### src/rtl/ctrl_regbank_pkg.sv
package ctrl_regbank_pkg;

   localparam int unsigned DATA_W   = 32;
   localparam int unsigned LANES    = DATA_W / 8;

   localparam logic [31:0] OFF_CTRL = 32'h0000_0028;
   localparam logic [31:0] OFF_GPIO = 32'h0000_002C;
   localparam logic [31:0] OFF_DMA  = 32'h0000_0030;

   localparam int unsigned RUN_BIT  = 24;
   localparam int unsigned WS_LSB   = 16;
   localparam int unsigned DIR_LSB  = 0;
   localparam int unsigned PIN_LSB  = 24;

   localparam logic [7:0]  PIN_DEFAULT = 8'hF0;
   localparam logic [31:0] DMA_DEFAULT = 32'hFFFF_FFFC;

   typedef enum logic [1:0] {
      SEL_NONE,
      SEL_CTRL,
      SEL_GPIO,
      SEL_DMA
   } reg_sel_e;

   function automatic logic [DATA_W-1:0] lane_mask(input logic [LANES-1:0] be);
      logic [DATA_W-1:0] m;
      for (int k = 0; k < LANES; k++) begin
         m[8*k +: 8] = {8{be[k]}};
      end
      return m;
   endfunction

endpackage

### src/rtl/rb_field.sv
module rb_field #(
   parameter int unsigned   W       = 8,
   parameter logic [W-1:0]  RST_VAL = '0
) (
   input  logic         clk,
   input  logic         por_n,
   input  logic         hold,
   input  logic [W-1:0] wmask,
   input  logic [W-1:0] wdata,
   output logic [W-1:0] q
);

   generate
      if (W < 1) begin : g_bad_w
         $error("rb_field: W must be at least 1");
      end
   endgenerate

   logic [W-1:0] q_next;

   always_comb begin
      if (hold) q_next = RST_VAL;
      else      q_next = (q & ~wmask) | (wdata & wmask);
   end

   always_ff @(posedge clk or negedge por_n) begin
      if (!por_n) q <= RST_VAL;
      else        q <= q_next;
   end

endmodule

### src/rtl/rb_sync.sv
module rb_sync #(
   parameter int unsigned W      = 8,
   parameter int unsigned STAGES = 2
) (
   input  logic         clk,
   input  logic         por_n,
   input  logic [W-1:0] d,
   output logic [W-1:0] q
);

   generate
      if (STAGES < 2) begin : g_bad_stages
         $error("rb_sync: STAGES must be at least 2");
      end
   endgenerate

   logic [W-1:0] stage [STAGES];

   generate
      for (genvar s = 0; s < STAGES; s++) begin : g_stage
         if (s == 0) begin : g_first
            always_ff @(posedge clk or negedge por_n) begin
               if (!por_n) stage[0] <= '0;
               else        stage[0] <= d;
            end
         end else begin : g_next
            always_ff @(posedge clk or negedge por_n) begin
               if (!por_n) stage[s] <= '0;
               else        stage[s] <= stage[s-1];
            end
         end
      end
   endgenerate

   assign q = stage[STAGES-1];

endmodule

### src/rtl/ctrl_regbank.sv
module ctrl_regbank
   import ctrl_regbank_pkg::*;
#(
   parameter int unsigned ADDR_W      = 8,
   parameter int unsigned WS_W        = 3,
   parameter int unsigned PIN_W       = 8,
   parameter int unsigned SYNC_STAGES = 2,
   parameter int unsigned DMA_ZERO_LSBS = 2
) (
   input  logic              clk,
   input  logic              por_n,
   input  logic              wr_en,
   input  logic [ADDR_W-1:0] addr,
   input  logic [LANES-1:0]  be,
   input  logic [DATA_W-1:0] wdata,
   output logic [DATA_W-1:0] rdata,
   output logic              core_rst,
   output logic [WS_W-1:0]   wait_states,
   input  logic [PIN_W-1:0]  gpio_i,
   output logic [PIN_W-1:0]  gpio_o,
   output logic [PIN_W-1:0]  gpio_oe,
   output logic [DATA_W-1:0] dma_base
);

   localparam logic [ADDR_W-1:0] A_CTRL = OFF_CTRL[ADDR_W-1:0];
   localparam logic [ADDR_W-1:0] A_GPIO = OFF_GPIO[ADDR_W-1:0];
   localparam logic [ADDR_W-1:0] A_DMA  = OFF_DMA[ADDR_W-1:0];
   localparam logic [PIN_W-1:0]  PIN_RST = PIN_DEFAULT[PIN_W-1:0];
   localparam logic [PIN_W-1:0]  DIR_RST = '1;
   localparam logic [DATA_W-1:0] DMA_KEEP = ~((DATA_W'(1) << DMA_ZERO_LSBS) - DATA_W'(1));

   generate
      if (ADDR_W < 6 || ADDR_W > 32) begin : g_bad_addr
         $error("ctrl_regbank: ADDR_W must lie in 6..32");
      end
      if (WS_W < 1 || WS_W > 8) begin : g_bad_ws
         $error("ctrl_regbank: WS_W must lie in 1..8");
      end
      if (PIN_W < 1 || PIN_W > 8) begin : g_bad_pin
         $error("ctrl_regbank: PIN_W must lie in 1..8");
      end
      if (DMA_ZERO_LSBS > 8) begin : g_bad_dma
         $error("ctrl_regbank: DMA_ZERO_LSBS must not exceed 8");
      end
   endgenerate

   // address decode
   reg_sel_e sel;
   always_comb begin
      if      (addr == A_CTRL) sel = SEL_CTRL;
      else if (addr == A_GPIO) sel = SEL_GPIO;
      else if (addr == A_DMA)  sel = SEL_DMA;
      else                     sel = SEL_NONE;
   end

   // run bit: written in every state, owns the gate for everything else
   logic run_q;
   always_ff @(posedge clk or negedge por_n) begin
      if (!por_n)                                    run_q <= 1'b0;
      else if (wr_en && sel == SEL_CTRL && be[RUN_BIT/8]) run_q <= wdata[RUN_BIT];
   end

   always_ff @(posedge clk or negedge por_n) begin
      if (!por_n) core_rst <= 1'b1;
      else        core_rst <= ~run_q;
   end

   logic              hold;
   logic [DATA_W-1:0] wm_all;
   logic [DATA_W-1:0] wm_ctrl, wm_gpio, wm_dma;

   assign hold    = ~run_q;
   assign wm_all  = (wr_en && run_q) ? lane_mask(be) : '0;
   assign wm_ctrl = (sel == SEL_CTRL) ? wm_all : '0;
   assign wm_gpio = (sel == SEL_GPIO) ? wm_all : '0;
   assign wm_dma  = (sel == SEL_DMA)  ? wm_all : '0;

   logic [PIN_W-1:0] dir_q;
   logic [PIN_W-1:0] pin_q;
   logic [PIN_W-1:0] pin_sync;

   rb_field #(.W(WS_W), .RST_VAL('0)) u_ws (
      .clk   (clk),
      .por_n (por_n),
      .hold  (hold),
      .wmask (wm_ctrl[WS_LSB +: WS_W]),
      .wdata (wdata[WS_LSB +: WS_W]),
      .q     (wait_states)
   );

   rb_field #(.W(PIN_W), .RST_VAL(DIR_RST)) u_dir (
      .clk   (clk),
      .por_n (por_n),
      .hold  (hold),
      .wmask (wm_ctrl[DIR_LSB +: PIN_W]),
      .wdata (wdata[DIR_LSB +: PIN_W]),
      .q     (dir_q)
   );

   rb_field #(.W(PIN_W), .RST_VAL(PIN_RST)) u_pin (
      .clk   (clk),
      .por_n (por_n),
      .hold  (hold),
      .wmask (wm_gpio[PIN_LSB +: PIN_W] & ~dir_q),
      .wdata (wdata[PIN_LSB +: PIN_W]),
      .q     (pin_q)
   );

   rb_field #(.W(DATA_W), .RST_VAL(DMA_DEFAULT & DMA_KEEP)) u_dma (
      .clk   (clk),
      .por_n (por_n),
      .hold  (hold),
      .wmask (wm_dma & DMA_KEEP),
      .wdata (wdata),
      .q     (dma_base)
   );

   rb_sync #(.W(PIN_W), .STAGES(SYNC_STAGES)) u_sync (
      .clk   (clk),
      .por_n (por_n),
      .d     (gpio_i),
      .q     (pin_sync)
   );

   assign gpio_o  = pin_q;
   assign gpio_oe = ~dir_q;

   // read mux
   always_comb begin
      rdata = '0;
      unique case (sel)
         SEL_CTRL: begin
            rdata[RUN_BIT]           = run_q;
            rdata[WS_LSB +: WS_W]    = wait_states;
            rdata[DIR_LSB +: PIN_W]  = dir_q;
         end
         SEL_GPIO: rdata[PIN_LSB +: PIN_W] = (dir_q & pin_sync) | (~dir_q & pin_q);
         SEL_DMA:  rdata = dma_base;
         default:  rdata = '0;
      endcase
   end

endmodule

### config.mk
export PLATFORM = sky130hd
export DESIGN_NAME = ctrl_regbank
export DESIGN_NICKNAME = d
export VERILOG_FILES = /design/src/rtl/ctrl_regbank_pkg.sv /design/src/rtl/rb_field.sv /design/src/rtl/rb_sync.sv /design/src/rtl/ctrl_regbank.sv
export SDC_FILE = /design/constraint.sdc
export NUM_CORES = 1
export LEC_CHECK = 0
export BUFFER_PORTS_ARGS = -buffer_cell sky130_fd_sc_hd__buf_2
export CAP_MARGIN = 15
export CORE_ASPECT_RATIO = 0.6
export CORE_MARGIN = 8
export CORE_UTILIZATION = 40
export DETAILED_ROUTE_END_ITERATION = 12
export GPL_TIMING_DRIVEN = 1
export PLACE_DENSITY = 0.69
export SLEW_MARGIN = 20
export SYNTH_ARGS = -nofsm -noshare
export SYNTH_HDL_FRONTEND = slang
export SYNTH_SLANG_ARGS = --single-unit
### constraint.sdc
create_clock -name clk -period 1.7 [get_ports clk]
set_input_delay 0 -clock clk [delete_from_list [all_inputs] [get_ports clk]]
set_output_delay 0 -clock clk [all_outputs]
set_load 0.01 [all_outputs]
# == Word-level counts from Yosys, hierarchy flattened ==
# Index checks and enable logic that the tools add are counted.
# op_classes
reduce_logical,3
addsub,0
div,0
mul,0
bitwise,22
muxes,17
n_shift,0
n_lt_le_gt_ge,0
n_eq_ne,6
# ops
op,n
$mux W32,4
$and A32 B32 Y32,2
$and A8 B8 Y8,7
$not A32 Y32,1
$or A32 B32 Y32,1
$eq A8 B6 Y1 const B,3
$mux W8,3
$not A8 Y8,3
$or A8 B8 Y8,3
$mux W19,1
$pmux W8 S2,1
$pmux W7 S2,1
$and A3 B3 Y3,2
$mux W2,3
$pmux W3 S2,1
$mux W5,1
$eq A2 B2 Y1 const B,2
$logic_and A1 B1 Y1,3
$mux W3,1
$not A3 Y3,1
$or A3 B3 Y3,1
$pmux W1 S3,1
$eq A2 B1 Y1 const B,1
$not A1 Y1,1
# totals
ff_bits,69
mem_count,0
mem_bits_rw,0
rom_bits,0
latch_bits,0
out_inout_bits,84
wordCells,56
input_bits,55

# == Logic depth before layout (Yosys ltp) ==
# Gate-level depths: netlist (run 1).
# logic_depth
word_depth,11
ltp_mapped,5
ltp_nobuf,3

# == By module ==
# Synthesis (run 1) repeated with hierarchy kept, for this count alone.
# unflattened
hier_cells,268
area_unflattened_um2,3288.2
# modules_own_cells
module,cells_per_inst,area_each_um2,instances
rb_field (u_dma),99,1352.5,1
ctrl_regbank,86,685.7,1
rb_sync,24,460.4,1
rb_field (u_dir),25,341.6,1
rb_field (u_pin),25,331.6,1
rb_field (u_ws),9,116.4,1

# == Least setup slack after synthesis (run 1) ==
# No wires, ideal clock.
# synth_path
kind,register to register
from,register run_q
to,register u_pin.q[2]
setup_ns,0.079
path_buffers,2
path_slack_ns,0.274
t_arrival_ns,1.346
required_time_ns,1.621
path_stages_with_launch,6
path_cell_list,dfrtp_1 > buf_2 > nand3_1 > clkbuf_1 > nor4_1 > mux2i_1
# synth_via
elab_chain_cells,8
elab_cells_between_ends,9
cone_classes,mux: 3; bitwise: 5; reduce/logical: 1
# synth_rtl
item,line,source
start: declaration,ctrl_regbank.sv:57,logic run_q;
start signal: assignment,ctrl_regbank.sv:60,else if (wr_en && sel == SEL_CTRL && be[RUN_BIT/8]) run_q <= wdata[RUN_BIT];
$logic_and A1 B1 Y1,ctrl_regbank.sv:73,assign wm_all = (wr_en && run_q) ? lane_mask(be) : '0;
$mux W32,ctrl_regbank.sv:73,
$mux W32,ctrl_regbank.sv:75,assign wm_gpio = (sel == SEL_GPIO) ? wm_all : '0;
$and A8 B8 Y8,ctrl_regbank.sv:104,".wmask (wm_gpio[PIN_LSB +: PIN_W] & ~dir_q),"
$not A8 Y8,rb_field.sv:23,else q_next = (q & ~wmask) | (wdata & wmask);
$and A8 B8 Y8,rb_field.sv:23,
$or A8 B8 Y8,rb_field.sv:23,
$mux W8 *,rb_field.sv:22,if (hold) q_next = RST_VAL;
net u_pin.q_next[2],rb_field.sv:19,logic [W-1:0] q_next;
end signal: assignment,rb_field.sv:28,else q <= q_next;
end: declaration,rb_field.sv:10,output logic [W-1:0] q
# The timed path passes the listed nets; every way through them passes the cells marked *.
# A chain may end at the register's enable or synchronous reset.

# == Worst setup path in the final report (run 1) ==
# layout_path
from,register u_dir.q[0]
to,output rdata[24]
# layout_via
elab_chain_cells,4
elab_cells_between_ends,5
cone_classes,mux: 1; bitwise: 4
# layout_rtl
item,line,source
start: declaration,rb_field.sv:10,
start signal: assignment,rb_field.sv:28,
$not A8 Y8,ctrl_regbank.sv:137,SEL_GPIO: rdata[PIN_LSB +: PIN_W] = (dir_q & pin_sync) | (~dir_q & pin_q);
$and A8 B8 Y8,ctrl_regbank.sv:137,
$or A8 B8 Y8 *,ctrl_regbank.sv:137,
$pmux W1 S3 *,ctrl_regbank.sv:131,unique case (sel)
end: declaration,ctrl_regbank.sv:16,"output logic [DATA_W-1:0] rdata,"
# Mark *: on every way between the ends. The rest lies on a longest branch, timed or not.

==> flow_metrics.py, run 1 <==
metrics = {
    "routing": {
        "first_pass_iters": 4,
        "drtAntennaViolNets": 0,
        "wl_per_cell_um": 17.81,
        "drt_iter0_markers": 245,
        "wl_um": 10760,
        "dr_total_vias": 3102,
        "via_per_inst": 5.136,
        "remaining_drc_errors": 0,
    },
    "yosys": {
        "synth.largest_area_cell": "dfstp_2",
        "seq_area_frac_synth_pct": 53.19,
        "async_flop_share_pct": 100.0,
        "avgSynthCellArea_um2": 10.56,
        "ys_types": 36,
        "synth_edf_count": 0,
        "synth-main-ff-cell": "dfstp_2",
        "yosysWarnings": 0,
        "yosysMostFrequentCell": "dfstp_2",
        "synthTopCellsByCount": "dfstp_2 (43), mux2i_1 (37), nor2_1 (37), dfrtp_1 (24), inv_1 (22)",
        "synth-seq-cells": 67,
        "synth_area_leaders": "dfstp_2 (35%), dfrtp_1 (18%), mux2i_1 (11%)",
        "synth_top_area_share_pct": 34.73,
        "synthCells": 308,
        "syn_area_um2": 3253,
    },
    "global_route": {
        "grt_pass1_vias": 3273,
        "track_usage_pct": 18.94,
        "grt_use_met2_pct": 29.08,
        "grt_pass1_wl_um": 17270,
        "grt_max_degree": 68,
        "met3_usage_pct": 6.884,
        "grt.busiest_layer": "met2",
        "met1_usage_pct": 24.81,
        "gr-total-overflow": 0,
        "antenna_found_initial": 0,
    },
    "timing": {
        "fin_setup_tns_ps": 0,
        "whs_ps": 32.14,
        "hold_viol_final": 0,
        "finalSetupViolations": 0,
        "fin_skew_ps": 4.600,
        "min_period_ps": 1564,
        "clock.fmax_mhz": 639.3,
        "rsz0062_at_grt": "false",
        "fin_ws_ps": 135.7,
        "fin_crit_sh_pct": 92.02,
        "drv_slew": 0,
    },
    "floorplanning": {
        "die_area_um2": 11370,
        "die_x_um": 132.4,
        "die_h_um": 85.86,
        "rows": 25,
        "io_pins": 139,
        "start_util_pct": 41.27,
        "coreArea_um2": 7883,
    },
    "flow_run": {
        "cap_violations": 0,
    },
    "worst_setup_path": {
        "slowest_delay_ps": 550,
        "crit_required_ps": 1700,
        "critPathSlowestCell": "dfstp_2",
        "critPathKind": "reg -> out",
        "cp-start-kind": "flip-flop",
        "crit_arrival_ps": 1560,
        "rrSetupSlack_ps": 200,
        "crit_path_end_kind": "output pin",
        "critical_path_peak_fanout": 3,
        "worstPathCellList": "mux2i_1 -> nor3_1 -> a221o_1 -> buf_2",
    },
    "hold_path": {
        "hold_path.class": "in -> reg",
    },
    "power": {
        "vdd_drop_max_mv": 0.7414,
        "p_leak_nw": 2.417,
        "power.density_nw_per_um2": 870.8,
    },
    "placed_design": {
        "gp_congestion": 0.8255,
        "dp_hpwl_um": 7910,
        "port_buffers": 136,
        "placed_area_um2": 4160,
        "dp.cells": 547,
        "dp_slack_ps": 82.90,
    },
    "clocking": {
        "cts_buffer_depth": 2,
        "insertion_delay_ps": 330,
        "cts.sinks": 67,
        "clk_pin_slew_ps": 50,
        "cts_tree": "yes",
        "htree_num_levels": 3,
        "ctsResizeCount": 0,
        "cts_buffers": 9,
        "root_buffer": "clkbuf_16",
    },
    "finish": {
        "area_growth_pct": 49.58,
        "finalInstanceArea_um2": 4866,
        "antenna_cells": 0,
        "final_nets": 546,
        "fillers": 675,
        "final_layout_size_suffix_gt1_share_pct": 45.36,
        "final_cells": 604,
    },
    "run_status": {
        "run_status": "finished clean",
    },
}
-- kinds of logic after synthesis --
group	count (synthesis)	synth area share (%)
AND/OR/NAND/NOR	110	18.27
flip-flops	67	53.19
buffers and inverters	50	6.461
AO/OA/AOI/OAI	43	10.58
multiplexers	37	11.38
other	1	0.1153
-- per-stage QoR --
stage,power (mW),utilization (%)
floorplan,2.064,-
global placement,2.350,52.78
detailed placement,2.362,52.78
CTS,4.283,61.73
global route,4.426,61.73
finish,4.237,61.73
-- where the power goes --
group / switching (mW) / internal, mW
clock: 0.662 / 1.17
sequential: 0.0996 / 1.74
combinational: 0.293 / 0.272
-- final timing paths --
check	endpoint	depth (start not counted)	start
setup / recovery	rdata[24]	4	u_dir.q[0]
hold / removal	run_q	4	be[3]
setup reg to reg	u_dma.q[27]	3	run_q
hold reg to reg	u_sync.q[4]	0	u_sync.stage[12]
max in group asynchronous	u_dma.q[11]	3	por_n
min in group asynchronous	u_pin.q[3]	3	por_n
-- repair_timing --
action                                 4_1_cts  5_1_grt
endpoints found under the hold margin      118        0
hold buffers                                41        0
setup buffers                                0        0
-- final cells by class --
cell class                      count  area [µm²]  area share, %
Inverter                           22       82.58          1.697
Clock inverter                      5       52.55          1.080
Clock buffer                       11       242.7          4.988
Multi-Input combinational cell    192        1329          27.31
Sequential cell                    67        1730          35.56
Tap cell                          108       135.1          2.777
Timing Repair Buffer              199        1294          26.59
-- registers in the layout, summed over array words and instances, names as in the netlist --
| signal | flops |
|---|---|
| u_sync.stage | 8 |
| u_dir.q | 8 |
| u_ws.q | 3 |
| u_sync.q | 8 |
| u_pin.q | 8 |
| run_q | 1 |
| u_dma.q | 30 |
| core_rst | 1 |
-- cells in the final DEF, fill, tap and decap left out, types with 3 or more instances in the layout --
master         synthesis  final
or3_1                  3      3
buf_12                 0      3
dlygate4sd3_1          0     41
buf_2                  3    136
clkinv_2               0      3
nor4_1                15     14
a22o_1                 9      9
o311ai_0               4      4
dfstp_2               43     43
dfrtp_1               24     24
o211ai_1               6      6
o41ai_1                4      4
o2bb2ai_1              7      7
a31oi_1               10     10
inv_1                 22     22
mux2i_1               37     37
nand4_1                6      6
nor3_1                 4      4
and3_1                14     14
buf_4                  3     19
nor2_1                37     37
nand2_1               16     16
clkbuf_16              0      9
-- per-layer routing --
layer	vias to the layer above	share of wire [%]	wire, µm
met5	-	0	0
met4	0	0.78	84
met1	1501	46	4943
met3	8	8.7	939
met2	130	45	4787
li1	1463	-	-
-- worst max-delay path: cells and delay by family, from the launching register on --
family	cells	cell delay [ps]
AOI/OAI and AO/OA	1	280
buffers and inverters	1	150
DFF	1	550
muxes	1	180
and+or+nand+nor	1	70
No activity file was read; power rests on OpenSTA's default activity.
==> run 2, diff against run 1 <==
--- a/config.mk
+++ b/config.mk
@@ -13,6 +13,7 @@
 export DETAILED_ROUTE_END_ITERATION = 12
 export GPL_TIMING_DRIVEN = 1
 export PLACE_DENSITY = 0.69
+export RECOVER_POWER = 50
 export SLEW_MARGIN = 20
 export SYNTH_ARGS = -nofsm -noshare
 export SYNTH_HDL_FRONTEND = slang
==> flow_metrics.py, run 2 (synthesis gave the netlist of run 1 again) <==
metrics = {
    "run_status": {
        "run_status": "finished clean",
    },
    "floorplanning": {
        "die_h_um": 85.86,
        "rows": 25,
        "io_pins": 139,
        "start_util_pct": 41.27,
        "die_x_um": 132.4,
        "die_area_um2": 11370,
        "coreArea_um2": 7883,
    },
    "worst_setup_path": {
        "critPathSlowestCell": "dfstp_2",
        "crit_start": "u_dir.q[0]",
        "crit_required_ps": 1700,
        "r2r_end": "u_pin.q[7]",
        "crit_path_end_kind": "output pin",
        "rrSetupSlack_ps": 200,
        "reg2reg_depth": 3,
        "r2r_start": "run_q",
        "slowest_delay_ps": 550,
        "cp-start-kind": "flip-flop",
        "worstPathCellList": "mux2i_1 -> nor3_1 -> a221o_1 -> buf_2",
        "crit_arrival_ps": 1560,
        "critPathTopFamily": "flip-flops",
        "critPathKind": "reg -> out",
        "cp_num_buf_inv": 1,
        "critical_path_peak_fanout": 3,
    },
    "power": {
        "combPwrFrac_pct": 12.8,
        "switching_share_pct": 25.20,
        "p_sw_mw": 1.064,
        "power.total_mw": 4.222,
        "p_leak_nw": 2.370,
        "p_clk_share_pct": 43.4,
        "internal_power_mw": 3.158,
        "power.density_nw_per_um2": 875.2,
        "vdd_drop_max_mv": 0.7192,
        "p_seq_share_pct": 43.8,
    },
    "global_route": {
        "antenna_found_initial": 0,
        "grt_pass1_wl_um": 17270,
        "grt_max_degree": 68,
        "gr-total-overflow": 0,
        "grt_pass1_vias": 3273,
        "track_usage_pct": 18.94,
    },
    "placed_design": {
        "placed_area_um2": 4160,
        "dp_slack_ps": 82.90,
        "port_buffers": 136,
        "gp_congestion": 0.8255,
        "dp_hpwl_um": 7910,
        "dp.cells": 547,
    },
    "routing": {
        "first_pass_iters": 4,
        "wl_um": 10780,
        "wl_per_cell_um": 17.85,
        "via_per_inst": 5.189,
        "drtAntennaViolNets": 0,
        "dr_total_vias": 3134,
        "drt_iter0_markers": 222,
        "remaining_drc_errors": 0,
    },
    "timing": {
        "finalSetupViolations": 0,
        "fin_setup_tns_ps": 0,
        "fin_ws_ps": 138.7,
        "rsz0062_at_grt": "false",
        "clock.fmax_mhz": 640.5,
        "fin_skew_ps": 4.666,
        "drv_slew": 0,
        "min_period_ps": 1561,
        "relSlewSlack_pct": 39.05,
        "fin_crit_sh_pct": 91.84,
        "worst-slew-pin-transition_ps": 914.2,
        "hold_viol_final": 0,
        "whs_ps": 32.43,
    },
    "clocking": {
        "cts_hold_buf": 41,
        "htree_num_levels": 3,
        "cts_setup_buffers": 0,
        "cts.sinks": 67,
        "root_buffer": "clkbuf_16",
        "cts_buffer_depth": 2,
        "cts_buffers": 9,
        "clk_pin_slew_ps": 50,
        "insertion_delay_ps": 330,
        "ctsResizeCount": 0,
        "cts_tree": "yes",
    },
    "finish": {
        "top_register": "u_dma.q",
        "final_cells": 604,
        "antenna_cells": 0,
        "final_common_cell": "buf_2",
        "largest_reg_flops": 30,
        "final_cell_mix": "buf_2 (112), dfstp_2 (43), dlygate4sd3_1 (41)",
        "final_layout_size_suffix_gt1_share_pct": 40.52,
        "fillers": 688,
        "fin_util_pct": 61.19,
        "final_nets": 546,
        "finalInstanceArea_um2": 4823,
        "area_growth_pct": 48.27,
    },
    "hold_path": {
        "holdPathEnd": "run_q",
        "hp-start": "be[3]",
        "hold_depth": 4,
        "hold_path.class": "in -> reg",
    },
    "flow_run": {
        "cap_violations": 0,
    },
}
run 2: area by class of cell:
type | count | area [µm²] | share of cell area [%]
clock buffers | 11 | 242.7 | 5.032
flip-flops and latches | 67 | 1730 | 35.88
inverters | 22 | 82.58 | 1.712
repair buffers | 199 | 1251 | 25.94
clock inverters | 5 | 52.55 | 1.089
multi-input cells | 192 | 1329 | 27.55
well taps | 108 | 135.1 | 2.802
run 2: how the worst max path moves through the flow:
stage               cells past startpoint  slack, ps     endpoint
finish                                  4        140    rdata[24]
CTS                                     4        120    rdata[24]
floorplan                               5        270   u_pin.q[2]
global placement                        4        130  u_dma.q[31]
detailed placement                      4         80  u_dma.q[27]
global route                            3          7   u_pin.q[6]
run 2: power by group through the flow:
stage,sequential [mW],combinational [mW],clock [mW]
after CTS,1.84,0.573,1.87
after floorplan,1.88,0.179,0
after detailed placement,1.86,0.500,0
after global placement,1.86,0.488,0
final,1.85,0.541,1.83
after global routing,1.86,0.598,1.94
run 2: worst register-to-register path: cells and delay by family, from the launching register on:
kind	cells	cell delay, ps
and+or+nand+nor	2	690
DFF	1	370
AOI/OAI and AO/OA	1	340
run 2: per-layer routing:
| metal | track usage, % | vias up | routed length, µm | share of wire, % |
|---|---|---|---|---|
| li1 | - | 1464 | - | - |
| met1 | 24.81 | 1529 | 5037 | 47 |
| met2 | 29.08 | 133 | 4759 | 44 |
| met3 | 6.884 | 8 | 907 | 8.4 |
| met4 | 4.816 | 0 | 80 | 0.74 |
| met5 | 0 | - | 0 | 0 |
